===== src/rtl/nic_pkg.sv =====
package nic_pkg;
  localparam int NUM_SRC = 6;
  localparam int NUM_LVL = 4;
  localparam int LVL_W   = $clog2(NUM_LVL);
  localparam int IDX_W   = $clog2(NUM_SRC);
  localparam int NUM_EXT = 2;

  typedef logic [LVL_W-1:0] lvl_t;

  typedef enum logic [IDX_W-1:0] {
    SRC_X0 = 3'd0,
    SRC_T0 = 3'd1,
    SRC_X1 = 3'd2,
    SRC_T1 = 3'd3,
    SRC_SP = 3'd4,
    SRC_T2 = 3'd5
  } src_e;

  typedef enum logic [1:0] {
    RA_ENABLE = 2'd0,
    RA_PRIO_L = 2'd1,
    RA_PRIO_H = 2'd2,
    RA_MODE   = 2'd3
  } reg_addr_e;
endpackage


===== src/rtl/nic_regs.sv =====
module nic_regs
  import nic_pkg::*;
#(
  parameter int DW = 8
) (
  input  logic               clk,
  input  logic               rst_n,
  input  logic               wr_en,
  input  logic [1:0]         addr,
  input  logic [DW-1:0]      wdata,
  output logic [DW-1:0]      en_q,
  output logic [NUM_SRC-1:0] plo_q,
  output logic [NUM_SRC-1:0] phi_q,
  output logic [NUM_EXT-1:0] mode_q
);
  always_ff @(posedge clk or negedge rst_n) begin
    if (!rst_n) begin
      en_q   <= '0;
      plo_q  <= '0;
      phi_q  <= '0;
      mode_q <= '0;
    end else if (wr_en) begin
      case (reg_addr_e'(addr))
        RA_ENABLE: en_q   <= wdata;
        RA_PRIO_L: plo_q  <= wdata[NUM_SRC-1:0];
        RA_PRIO_H: phi_q  <= wdata[NUM_SRC-1:0];
        RA_MODE:   mode_q <= wdata[NUM_EXT-1:0];
        default: ;
      endcase
    end
  end
endmodule


===== src/rtl/nic_ext_det.sv =====
module nic_ext_det (
  input  logic clk,
  input  logic rst_n,
  input  logic pin_n,
  input  logic edge_mode,
  input  logic clr,
  output logic req
);
  logic prev_q;
  logic flag_q;
  logic fell;

  assign fell = prev_q & ~pin_n;

  always_ff @(posedge clk or negedge rst_n) begin
    if (!rst_n) begin
      prev_q <= 1'b1;
      flag_q <= 1'b0;
    end else begin
      prev_q <= pin_n;
      flag_q <= edge_mode ? ((flag_q & ~clr) | fell) : 1'b0;
    end
  end

  assign req = edge_mode ? flag_q : ~pin_n;
endmodule


===== src/rtl/nic_pick.sv =====
module nic_pick
  import nic_pkg::*;
(
  input  logic [NUM_SRC-1:0]       pend,
  input  lvl_t [NUM_SRC-1:0]       src_lvl,
  input  logic [NUM_LVL-1:0]       active,
  output logic                     take,
  output logic [IDX_W-1:0]         win_idx,
  output lvl_t                     win_lvl
);
  logic found;

  always_comb begin
    found   = 1'b0;
    win_idx = '0;
    win_lvl = '0;
    for (int l = NUM_LVL - 1; l >= 0; l--) begin
      for (int s = 0; s < NUM_SRC; s++) begin
        if (!found && pend[s] && src_lvl[s] == LVL_W'(l)) begin
          found   = 1'b1;
          win_idx = IDX_W'(s);
          win_lvl = LVL_W'(l);
        end
      end
    end
  end

  assign take = found && ((active >> win_lvl) == '0);
endmodule


===== src/rtl/nic_svc.sv =====
module nic_svc
  import nic_pkg::*;
(
  input  logic               clk,
  input  logic               rst_n,
  input  logic               grant,
  input  lvl_t               grant_lvl,
  input  logic               reti,
  output logic [NUM_LVL-1:0] active
);
  logic [NUM_LVL-1:0] top_bit;
  logic [NUM_LVL-1:0] nxt;

  always_comb begin
    top_bit = '0;
    for (int l = 0; l < NUM_LVL; l++) begin
      if (active[l]) top_bit = NUM_LVL'(1) << l;
    end
    nxt = active;
    if (reti)  nxt = nxt & ~top_bit;
    if (grant) nxt = nxt | (NUM_LVL'(1) << grant_lvl);
  end

  always_ff @(posedge clk or negedge rst_n) begin
    if (!rst_n) active <= '0;
    else        active <= nxt;
  end
endmodule


===== src/rtl/nest_irq_ctrl.sv =====
module nest_irq_ctrl
  import nic_pkg::*;
#(
  parameter int               VEC_W    = 8,
  parameter logic [VEC_W-1:0] VEC_BASE = 8'h03,
  parameter logic [VEC_W-1:0] VEC_STEP = 8'h08
) (
  input  logic               clk,
  input  logic               rst_n,
  input  logic               reg_wr_en,
  input  logic [1:0]         reg_addr,
  input  logic [7:0]         reg_wr_data,
  input  logic [1:0]         ext_n,
  input  logic               tmr0_pulse,
  input  logic               tmr1_pulse,
  input  logic               ser_req,
  input  logic               tmr2_req,
  input  logic               irq_ack,
  input  logic               irq_reti,
  output logic               irq_req,
  output logic [VEC_W-1:0]   irq_vector,
  output logic [1:0]         irq_level,
  output logic [3:0]         in_service
);
  localparam int DW = 8;

  logic [DW-1:0]      en_q;
  logic [NUM_SRC-1:0] plo_q, phi_q;
  logic [NUM_EXT-1:0] mode_q;
  logic [NUM_EXT-1:0] ext_req;
  logic [NUM_EXT-1:0] ext_clr;
  logic [1:0]         tmr_flag_q;
  logic [1:0]         tmr_set;
  logic [1:0]         tmr_clr;
  logic [NUM_SRC-1:0] raw, pend;
  lvl_t [NUM_SRC-1:0] src_lvl;
  logic               take;
  logic [IDX_W-1:0]   win_idx;
  lvl_t               win_lvl;
  logic               grant;

  nic_regs #(.DW(DW)) u_regs (
    .clk(clk), .rst_n(rst_n), .wr_en(reg_wr_en), .addr(reg_addr),
    .wdata(reg_wr_data), .en_q(en_q), .plo_q(plo_q), .phi_q(phi_q),
    .mode_q(mode_q)
  );

  assign grant = irq_ack & take;

  assign ext_clr[0] = grant && (win_idx == SRC_X0);
  assign ext_clr[1] = grant && (win_idx == SRC_X1);

  for (genvar e = 0; e < NUM_EXT; e++) begin : g_ext
    nic_ext_det u_det (
      .clk(clk), .rst_n(rst_n), .pin_n(ext_n[e]), .edge_mode(mode_q[e]),
      .clr(ext_clr[e]), .req(ext_req[e])
    );
  end

  assign tmr_set    = {tmr1_pulse, tmr0_pulse};
  assign tmr_clr[0] = grant && (win_idx == SRC_T0);
  assign tmr_clr[1] = grant && (win_idx == SRC_T1);

  for (genvar t = 0; t < 2; t++) begin : g_tmr
    always_ff @(posedge clk or negedge rst_n) begin
      if (!rst_n) tmr_flag_q[t] <= 1'b0;
      else        tmr_flag_q[t] <= (tmr_flag_q[t] & ~tmr_clr[t]) | tmr_set[t];
    end
  end

  assign raw = {tmr2_req, ser_req, tmr_flag_q[1], ext_req[1], tmr_flag_q[0], ext_req[0]};
  assign pend = raw & en_q[NUM_SRC-1:0] & {NUM_SRC{en_q[DW-1]}};

  for (genvar s = 0; s < NUM_SRC; s++) begin : g_lvl
    assign src_lvl[s] = {phi_q[s], plo_q[s]};
  end

  nic_pick u_pick (
    .pend(pend), .src_lvl(src_lvl), .active(in_service),
    .take(take), .win_idx(win_idx), .win_lvl(win_lvl)
  );

  nic_svc u_svc (
    .clk(clk), .rst_n(rst_n), .grant(grant), .grant_lvl(win_lvl),
    .reti(irq_reti), .active(in_service)
  );

  assign irq_req    = take;
  assign irq_level  = win_lvl;
  assign irq_vector = VEC_BASE + VEC_STEP * VEC_W'(win_idx);
endmodule



===== config.mk =====
export PLATFORM = sky130hd
export DESIGN_NAME = nest_irq_ctrl
export DESIGN_NICKNAME = d
export VERILOG_FILES = /design/src/rtl/nic_pkg.sv /design/src/rtl/nic_regs.sv /design/src/rtl/nic_ext_det.sv /design/src/rtl/nic_pick.sv /design/src/rtl/nic_svc.sv /design/src/rtl/nest_irq_ctrl.sv
export SDC_FILE = /design/constraint.sdc
export NUM_CORES = 1
export LEC_CHECK = 0
export BUFFER_PORTS_ARGS = -buffer_cell sky130_fd_sc_hd__clkbuf_2
export CAP_MARGIN = 25
export CORE_MARGIN = 3
export CORE_UTILIZATION = 50
export DETAILED_ROUTE_END_ITERATION = 12
export PLACE_DENSITY_LB_ADDON = 0.25
export SLEW_MARGIN = 10
export SYNTH_ARGS = -nofsm -noshare
export SYNTH_HDL_FRONTEND = slang
export SYNTH_SLANG_ARGS = --single-unit

===== constraint.sdc =====
create_clock -name clk -period 3 [get_ports clk]
set_input_delay 0.3 -clock clk [delete_from_list [all_inputs] [get_ports clk]]
set_output_delay 0.3 -clock clk [all_outputs]
set_load 0.01 [all_outputs]

### Word-level counts from Yosys, hierarchy flattened

Index checks and enable logic that the tools add are counted.

* flip-flop bits (word level): 32
* input bits: 21
* output and inout port bits: 15
* logic and storage cells: 229

* $add $sub $neg: 1
* equality and inequality tests: 24
* shift-type cells: 2
* multiplexer cells: 81
* bitwise logic cells: 22
* reduce and logical (&&, ||, !) cells: 88

Operator list (number)
* 2-to-1 mux 3 bit: 20
* logical AND 1 bit: 52
* 2-to-1 mux 2 bit: 26
* 2-to-1 mux 1 bit: 30
* == test 2 bit (second input constant): 14
* zero test 1 bit: 23
* 2-to-1 mux 4 bit: 5
* == test 2 x 1 -> 1 bit (second input constant): 7
* zero test 2 bit: 7
* AND 6 bit: 2
* AND reduction 2 bit: 4
* adder 2 x 6 -> 7 bit (first input constant): 1
* AND 1 bit: 7
* == test 3 x 2 -> 1 bit (second input constant): 2
* NOT 1 bit: 6
* AND 4 bit: 1
* zero test 4 bit: 1
* NOT 4 bit: 1
* bitwise OR 1 bit: 4
* bitwise OR 4 bit: 1
* left shift 1 x 2 -> 4 bit (first input constant): 1
* right shift 4 x 2 -> 4 bit: 1
* == test 3 x 1 -> 1 bit (second input constant): 1
* zero test 3 bit: 1

### Logic depth before layout (Yosys ltp)

* depth after elaboration: 107
* mapped depth: 13
* gate-level depth less buffers: 10

### Cells and area by module

From an unflattened synthesis, not the netlist that was laid out.

* cell total of the unflattened synthesis: 191
* area total of the unflattened synthesis: 1961.9 µm²

Modules (own cells, without submodules)
* nic_regs: instances 1, cells each 48, area each 837.1 µm²
* nic_pick: instances 1, cells each 88, area each 579.3 µm²
* nest_irq_ctrl: instances 1, cells each 26, area each 191.4 µm²
* nic_ext_det: instances 2, cells each 7, area each 88.8 µm²
* nic_svc: instances 1, cells each 15, area each 176.4 µm²

### Least setup slack after synthesis

No wires, ideal clock.

* path type: reg-to-reg
* from: register u_regs.mode_q[1]
* to: register tmr_flag_q[1], in the netlist raw[3]
* arrival: 2.498 ns
* required time: 2.875 ns
* slack: 0.377 ns
* stages on the path, launching flop included: 11
* cell sequence: dfrtp_1 > nor2b_4 > or3_2 > and4_1 > buf_2 > nand3_1 > mux2_2 > o221ai_2 > o211ai_2 > o31ai_1 > nand2b_1

* word-level cells in the longest chain between the ends: 98
* elaborated cells between the ends (all ways): 143
* classes of those cells: eq/ne (1); shift (1); mux (67); bitwise (6); reduce/logical (68)

Ends and longest elaborated chain
* start, declared: line nic_regs.sv:14 `output logic [NUM_EXT-1:0] mode_q`
* start signal, assigned: line nic_regs.sv:27 `RA_MODE: mode_q <= wdata[NUM_EXT-1:0];`
* 2-to-1 mux 1 bit (*): line nic_ext_det.sv:25 `assign req = edge_mode ? flag_q : ~pin_n;`
* AND 6 bit (*) (2 in series): line nest_irq_ctrl.sv:72 `assign pend = raw & en_q[NUM_SRC-1:0] & {NUM_SRC{en_q[DW-1]}};`
* logical AND 1 bit (2 in series): line nic_pick.sv:19 `if (!found && pend[s] && src_lvl[s] == LVL_W'(l)) begin`
* 2-to-1 mux 1 bit: line nic_pick.sv:19
* zero test 1 bit: line nic_pick.sv:19
* logical AND 1 bit (2 in series): line nic_pick.sv:19
* 2-to-1 mux 1 bit: line nic_pick.sv:19
* zero test 1 bit: line nic_pick.sv:19
* (+79 left out)
* via irq_level[1]: line nest_irq_ctrl.sv:22 `output logic [1:0] irq_level,`
* right shift 4 x 2 -> 4 bit (*): line nic_pick.sv:28 `assign take = found && ((active >> win_lvl) == '0);`
* zero test 4 bit (*): line nic_pick.sv:28
* logical AND 1 bit (*): line nic_pick.sv:28
* AND 1 bit (*): line nest_irq_ctrl.sv:48 `assign grant = irq_ack & take;`
* logical AND 1 bit (*): line nest_irq_ctrl.sv:62 `assign tmr_clr[1] = grant && (win_idx == SRC_T1);`
* NOT 1 bit (*): line nest_irq_ctrl.sv:67 `else tmr_flag_q[t] <= (tmr_flag_q[t] & ~tmr_clr[t]) | tmr_set[t];`
* AND 1 bit (*): line nest_irq_ctrl.sv:67
* bitwise OR 1 bit (*): line nest_irq_ctrl.sv:67
* end signal, assigned by index: line nest_irq_ctrl.sv:67
* end, declared: line nest_irq_ctrl.sv:32 `logic [1:0] tmr_flag_q;`

Mark *: on every way through the listed nets, which the timed path passes. The rest lies on a longest branch.
A chain may end at the register's enable or synchronous reset.

### Worst setup path in the final report

* from: register u_regs.mode_q[1]
* to: output port irq_req

* word-level cells in the longest chain between the ends: 93
* elaborated cells between the ends (all ways): 115
* classes of those cells: shift (1); mux (45); bitwise (2); reduce/logical (67)

Ends and longest elaborated chain
* 2-to-1 mux 1 bit (*): line nic_ext_det.sv:25
* AND 6 bit (*) (2 in series): line nest_irq_ctrl.sv:72
* logical AND 1 bit (2 in series): line nic_pick.sv:19
* 2-to-1 mux 1 bit: line nic_pick.sv:19
* zero test 1 bit: line nic_pick.sv:19
* logical AND 1 bit (2 in series): line nic_pick.sv:19
* 2-to-1 mux 1 bit: line nic_pick.sv:19
* zero test 1 bit: line nic_pick.sv:19
* (+72 left out)
* logical AND 1 bit (2 in series): line nic_pick.sv:19
* 2-to-1 mux 1 bit: line nic_pick.sv:19
* zero test 1 bit: line nic_pick.sv:19
* logical AND 1 bit (2 in series): line nic_pick.sv:19
* 2-to-1 mux 2 bit: line nic_pick.sv:19
* right shift 4 x 2 -> 4 bit: line nic_pick.sv:28
* zero test 4 bit: line nic_pick.sv:28
* logical AND 1 bit (*): line nic_pick.sv:28
* end, declared: line nest_irq_ctrl.sv:20 `output logic irq_req,`

Every way passes the cells marked *; elsewhere a longest branch is shown, timed or not.

==> reports/summary.md <==
The synthesized flop and latch total is 31. The headroom to the max-slew limit came out at 0.4905. The count of vias placed by the detailed router was 1,841. STA classifies the critical path endpoint as a primary output. Max-cap violations in this run came to 0.

In this run the power density over the cells is 703.1 nW/um2. The area share of and/or/nand/nor cells after synthesis came out at 0.3226. The die is 70.78 um tall. 0 antenna diodes ended up in the layout. The final total negative setup slack is 0 ns, and the area inside the core boundary is 3854 um2. Multiplexer area fraction after synthesis: 0.1181. VDD sags by at most 360.0 uV. Peak fanout along the critical path: 6. For this block, the initial DRC count from the detailed router was 141. The fraction of the yosys area taken by sequential cells was 0.3709; the initial antenna violation count was 0. The actual slew at the worst max-slew pin is 0.7642 ns.

The net total in the final layout was 280. The number of nets with antenna violations after detailed routing was 0. Starting density of the core: 0.5445. The number of distinct library cells after synthesis was 53; the clock transition at the register clock pins on the worst setup and hold paths after CTS was 0.07 ns. Total power for the finished layout comes to 0.001690 W. After detailed routing, the average wire length per cell comes to 16.06 um. Overall track demand over capacity in global routing: 0.2033. The total overflow left after global routing is 0. Relative to the synthesized area, the layout overhead comes to 14.55%.

The number of vias per cell came out at 5.977. The run finished with clean final reports. TritonCTS built the clock tree.

Data on the critical path is required at its endpoint by 2.70 ns. The floorplan has 22 rows. For the detailed placement HPWL, the log shows 3.835 mm. Traced cell by cell, the critical path runs through nor2b_4, or3_2, nor3b_2, and4_4, a221oi_4, o221ai_2, o211a_1, clkbuf_2. The worst setup path is launched from a register.

The die covers 5010 um2. Category of the most critical setup path: reg2out. The clock latency on the worst-skew pair was 0.29 ns; the final weighted congestion in routability-driven placement was 0.9629. 36 I/O pins were placed. Internal reg-to-reg setup slack: 0.20 ns.

The prevailing post-synth register cell is sky130_fd_sc_hd__dfrtp_1. The number of sinks on the clock net is 31, and the number of enable-type register cells in the synthesized netlist is 0. The logs give 2098 um2 for the netlist area before placement and 1.062 nW for the leakage power summed over all cells. The largest net degree at the start of global routing came out at 32.

The total length of routed wires was 4.947 mm; the largest clock skew in the final design was 0.007156 ns. Counting the buffers created by CTS gives 5. The run gives 0 as the number of max-slew violations in the final report. The maximum clock path buffer count was 2; the shortest period the worst path allows was 2.892 ns.

The largest single stage delay on the critical path is 0.52 ns. Final number of hold-violating endpoints: 0. The tools report the total of fill cells in the finished design as 361. The logs give 0 for the number of buffers inserted for hold repair after clock tree synthesis and 0 for the remaining routing DRC violations.

The cell count after synthesis came out at 221. Setup violations remaining at the end of the flow were counted as 0. The average instance area after synthesis was 9.494 um2; the synthesis warning total was 0.

The worst register-to-register path has a depth of 10. The post-synthesis compound-gate area fraction came out at 0.1407. The root buffer cell chosen for the clock tree is sky130_fd_sc_hd__clkbuf_8. Based on the critical path, the design can be clocked at up to 345.8 MHz. The die width came out at 70.78 um. The H-tree generated during clock tree synthesis spans 2 levels.

The share of the clock period used by the worst path after layout was 0.9640. The main combinational cell family by area after synthesis is simple AND/OR/NAND/NOR gates. The path class of the lowest-slack min-delay path is in2async. The highest-delay cell along the critical path is sky130_fd_sc_hd__or3_2.

Leaving out fill and tap cells, the most frequent cells in the layout are sky130_fd_sc_hd__dfrtp_1 (29), sky130_fd_sc_hd__clkbuf_2 (29), sky130_fd_sc_hd__mux2_2 (22), sky130_fd_sc_hd__nand2_1 (18), sky130_fd_sc_hd__nand3_1 (14). The share of post-route cells with drive strength above 1 is 0.3385, and the worst path arrival time is 2.59 ns. The first TritonRoute pass finished after 6 iterations. The startpoint identified for the worst register-to-register timing path is u_regs.mode_q[1].

The xor-xnor portion of the synthesized cell area was 0. The post-synthesis adder-cell area fraction was 0; the first-pass GRT wire length was 8.155 mm. The number of port buffers came out at 29. The worst register-to-register path ends at g_ext[1].u_det.flag_q. The share of synthesized flip-flops with an asynchronous set or reset came out at 1.000.

The number of global-route vias before repair came out at 1,700.
area by class of cell:
type                       instances  area, um2  share of cell area
clock inverter                     3      20.02            0.008329
multi-input combinational        179       1249              0.5195
inverter                           4      15.01            0.006247
timing repair buffer              38      212.7             0.08850
tap                               48      60.06             0.02499
sequential                        31      778.2              0.3238
clock buffer                       5      68.82             0.02863
logic make-up (layout without fill, tap and decap cells):
logic type             count (synthesis)  count (layout)
AO/OA/AOI/OAI                         39              39
buffers and inverters                 14              50
flip-flops                            31              31
multiplexers                          22              22
other                                  2               5
AND/OR/NAND/NOR                      113             113
critical path: cells and delay by family (launching register included):
kind            cells  cell delay (ns)
compound gates      3             0.64
buf+inv             1             0.12
flops               1             0.41
simple gates        4             1.11
synth_stat cells (4+ instances only):
library cell | count | area share
sky130_fd_sc_hd__and3_1 | 5 | 0.015
sky130_fd_sc_hd__inv_1 | 4 | 0.0072
sky130_fd_sc_hd__nor2_1 | 11 | 0.020
sky130_fd_sc_hd__mux2_2 | 22 | 0.12
sky130_fd_sc_hd__nor3_1 | 4 | 0.0095
sky130_fd_sc_hd__and4_1 | 5 | 0.021
sky130_fd_sc_hd__buf_4 | 6 | 0.021
sky130_fd_sc_hd__dfrtp_1 | 29 | 0.35
sky130_fd_sc_hd__nand2_1 | 18 | 0.032
sky130_fd_sc_hd__a21oi_1 | 5 | 0.012
sky130_fd_sc_hd__nand2b_1 | 8 | 0.024
sky130_fd_sc_hd__nand3_1 | 14 | 0.033
sky130_fd_sc_hd__nand3b_1 | 5 | 0.018
sky130_fd_sc_hd__nand4_1 | 10 | 0.030
sky130_fd_sc_hd__o21ai_0 | 12 | 0.029
where the power goes:
group          internal [W]  total (W)  switching (W)
logic              0.000364   0.000762       0.000398
registers          0.000499   0.000599       0.000100
clock network      0.000161   0.000329       0.000168
flip-flops by register name, indices dropped and copies added, names as in the netlist:
signal / cells
g_ext.u_det.flag_q: 2
g_ext.u_det.prev_q: 2
raw: 2
u_regs.en_q: 7
u_regs.mode_q: 2
u_regs.phi_q: 6
u_regs.plo_q: 6
u_svc.active: 4
worst max path at each step:
stage | startpoint | to | cells past startpoint
floorplan | u_regs.mode_q[1] | raw[3] | 10
global placement | u_regs.en_q[7] | g_ext[1].u_det.flag_q | 10
finish | u_regs.mode_q[1] | irq_req | 8
global route | u_regs.mode_q[1] | irq_req | 8
CTS | u_regs.en_q[7] | irq_req | 9
detailed placement | u_regs.en_q[7] | g_ext[1].u_det.flag_q | 10
through the flow:
step                      setup WS, ns  instance area, um2  hold slack, ns    util  std cells
after floorplan                 0.3768                2110        0.004409       -        224
after global placement          0.2107                2275          0.4093  0.5903        296
after detailed placement        0.1878                2275          0.4113  0.5903        296
after CTS                      0.01414                2364          0.1007  0.6133        304
after global routing          -0.05619                2404          0.1034  0.6237        308
final                           0.1081                2404         0.07154  0.6237        308
metal layers:
metal  GRT usage  vias up  wire (um)
met3     0.05824        8        221
met5           0        -          0
met1      0.2811      879       2317
li1            -      909          -
met2      0.3162       45       2363
met4     0.04802        0         44
repair_timing:
| item | 4_1_cts | 5_1_grt |
|---|---|---|
| gates resized for setup | 0 | 6 |
| buffers inserted | 0 | 4 |
| endpoints found under the setup margin | 0 | 3 |
No activity file was read; power rests on OpenSTA's default activity.
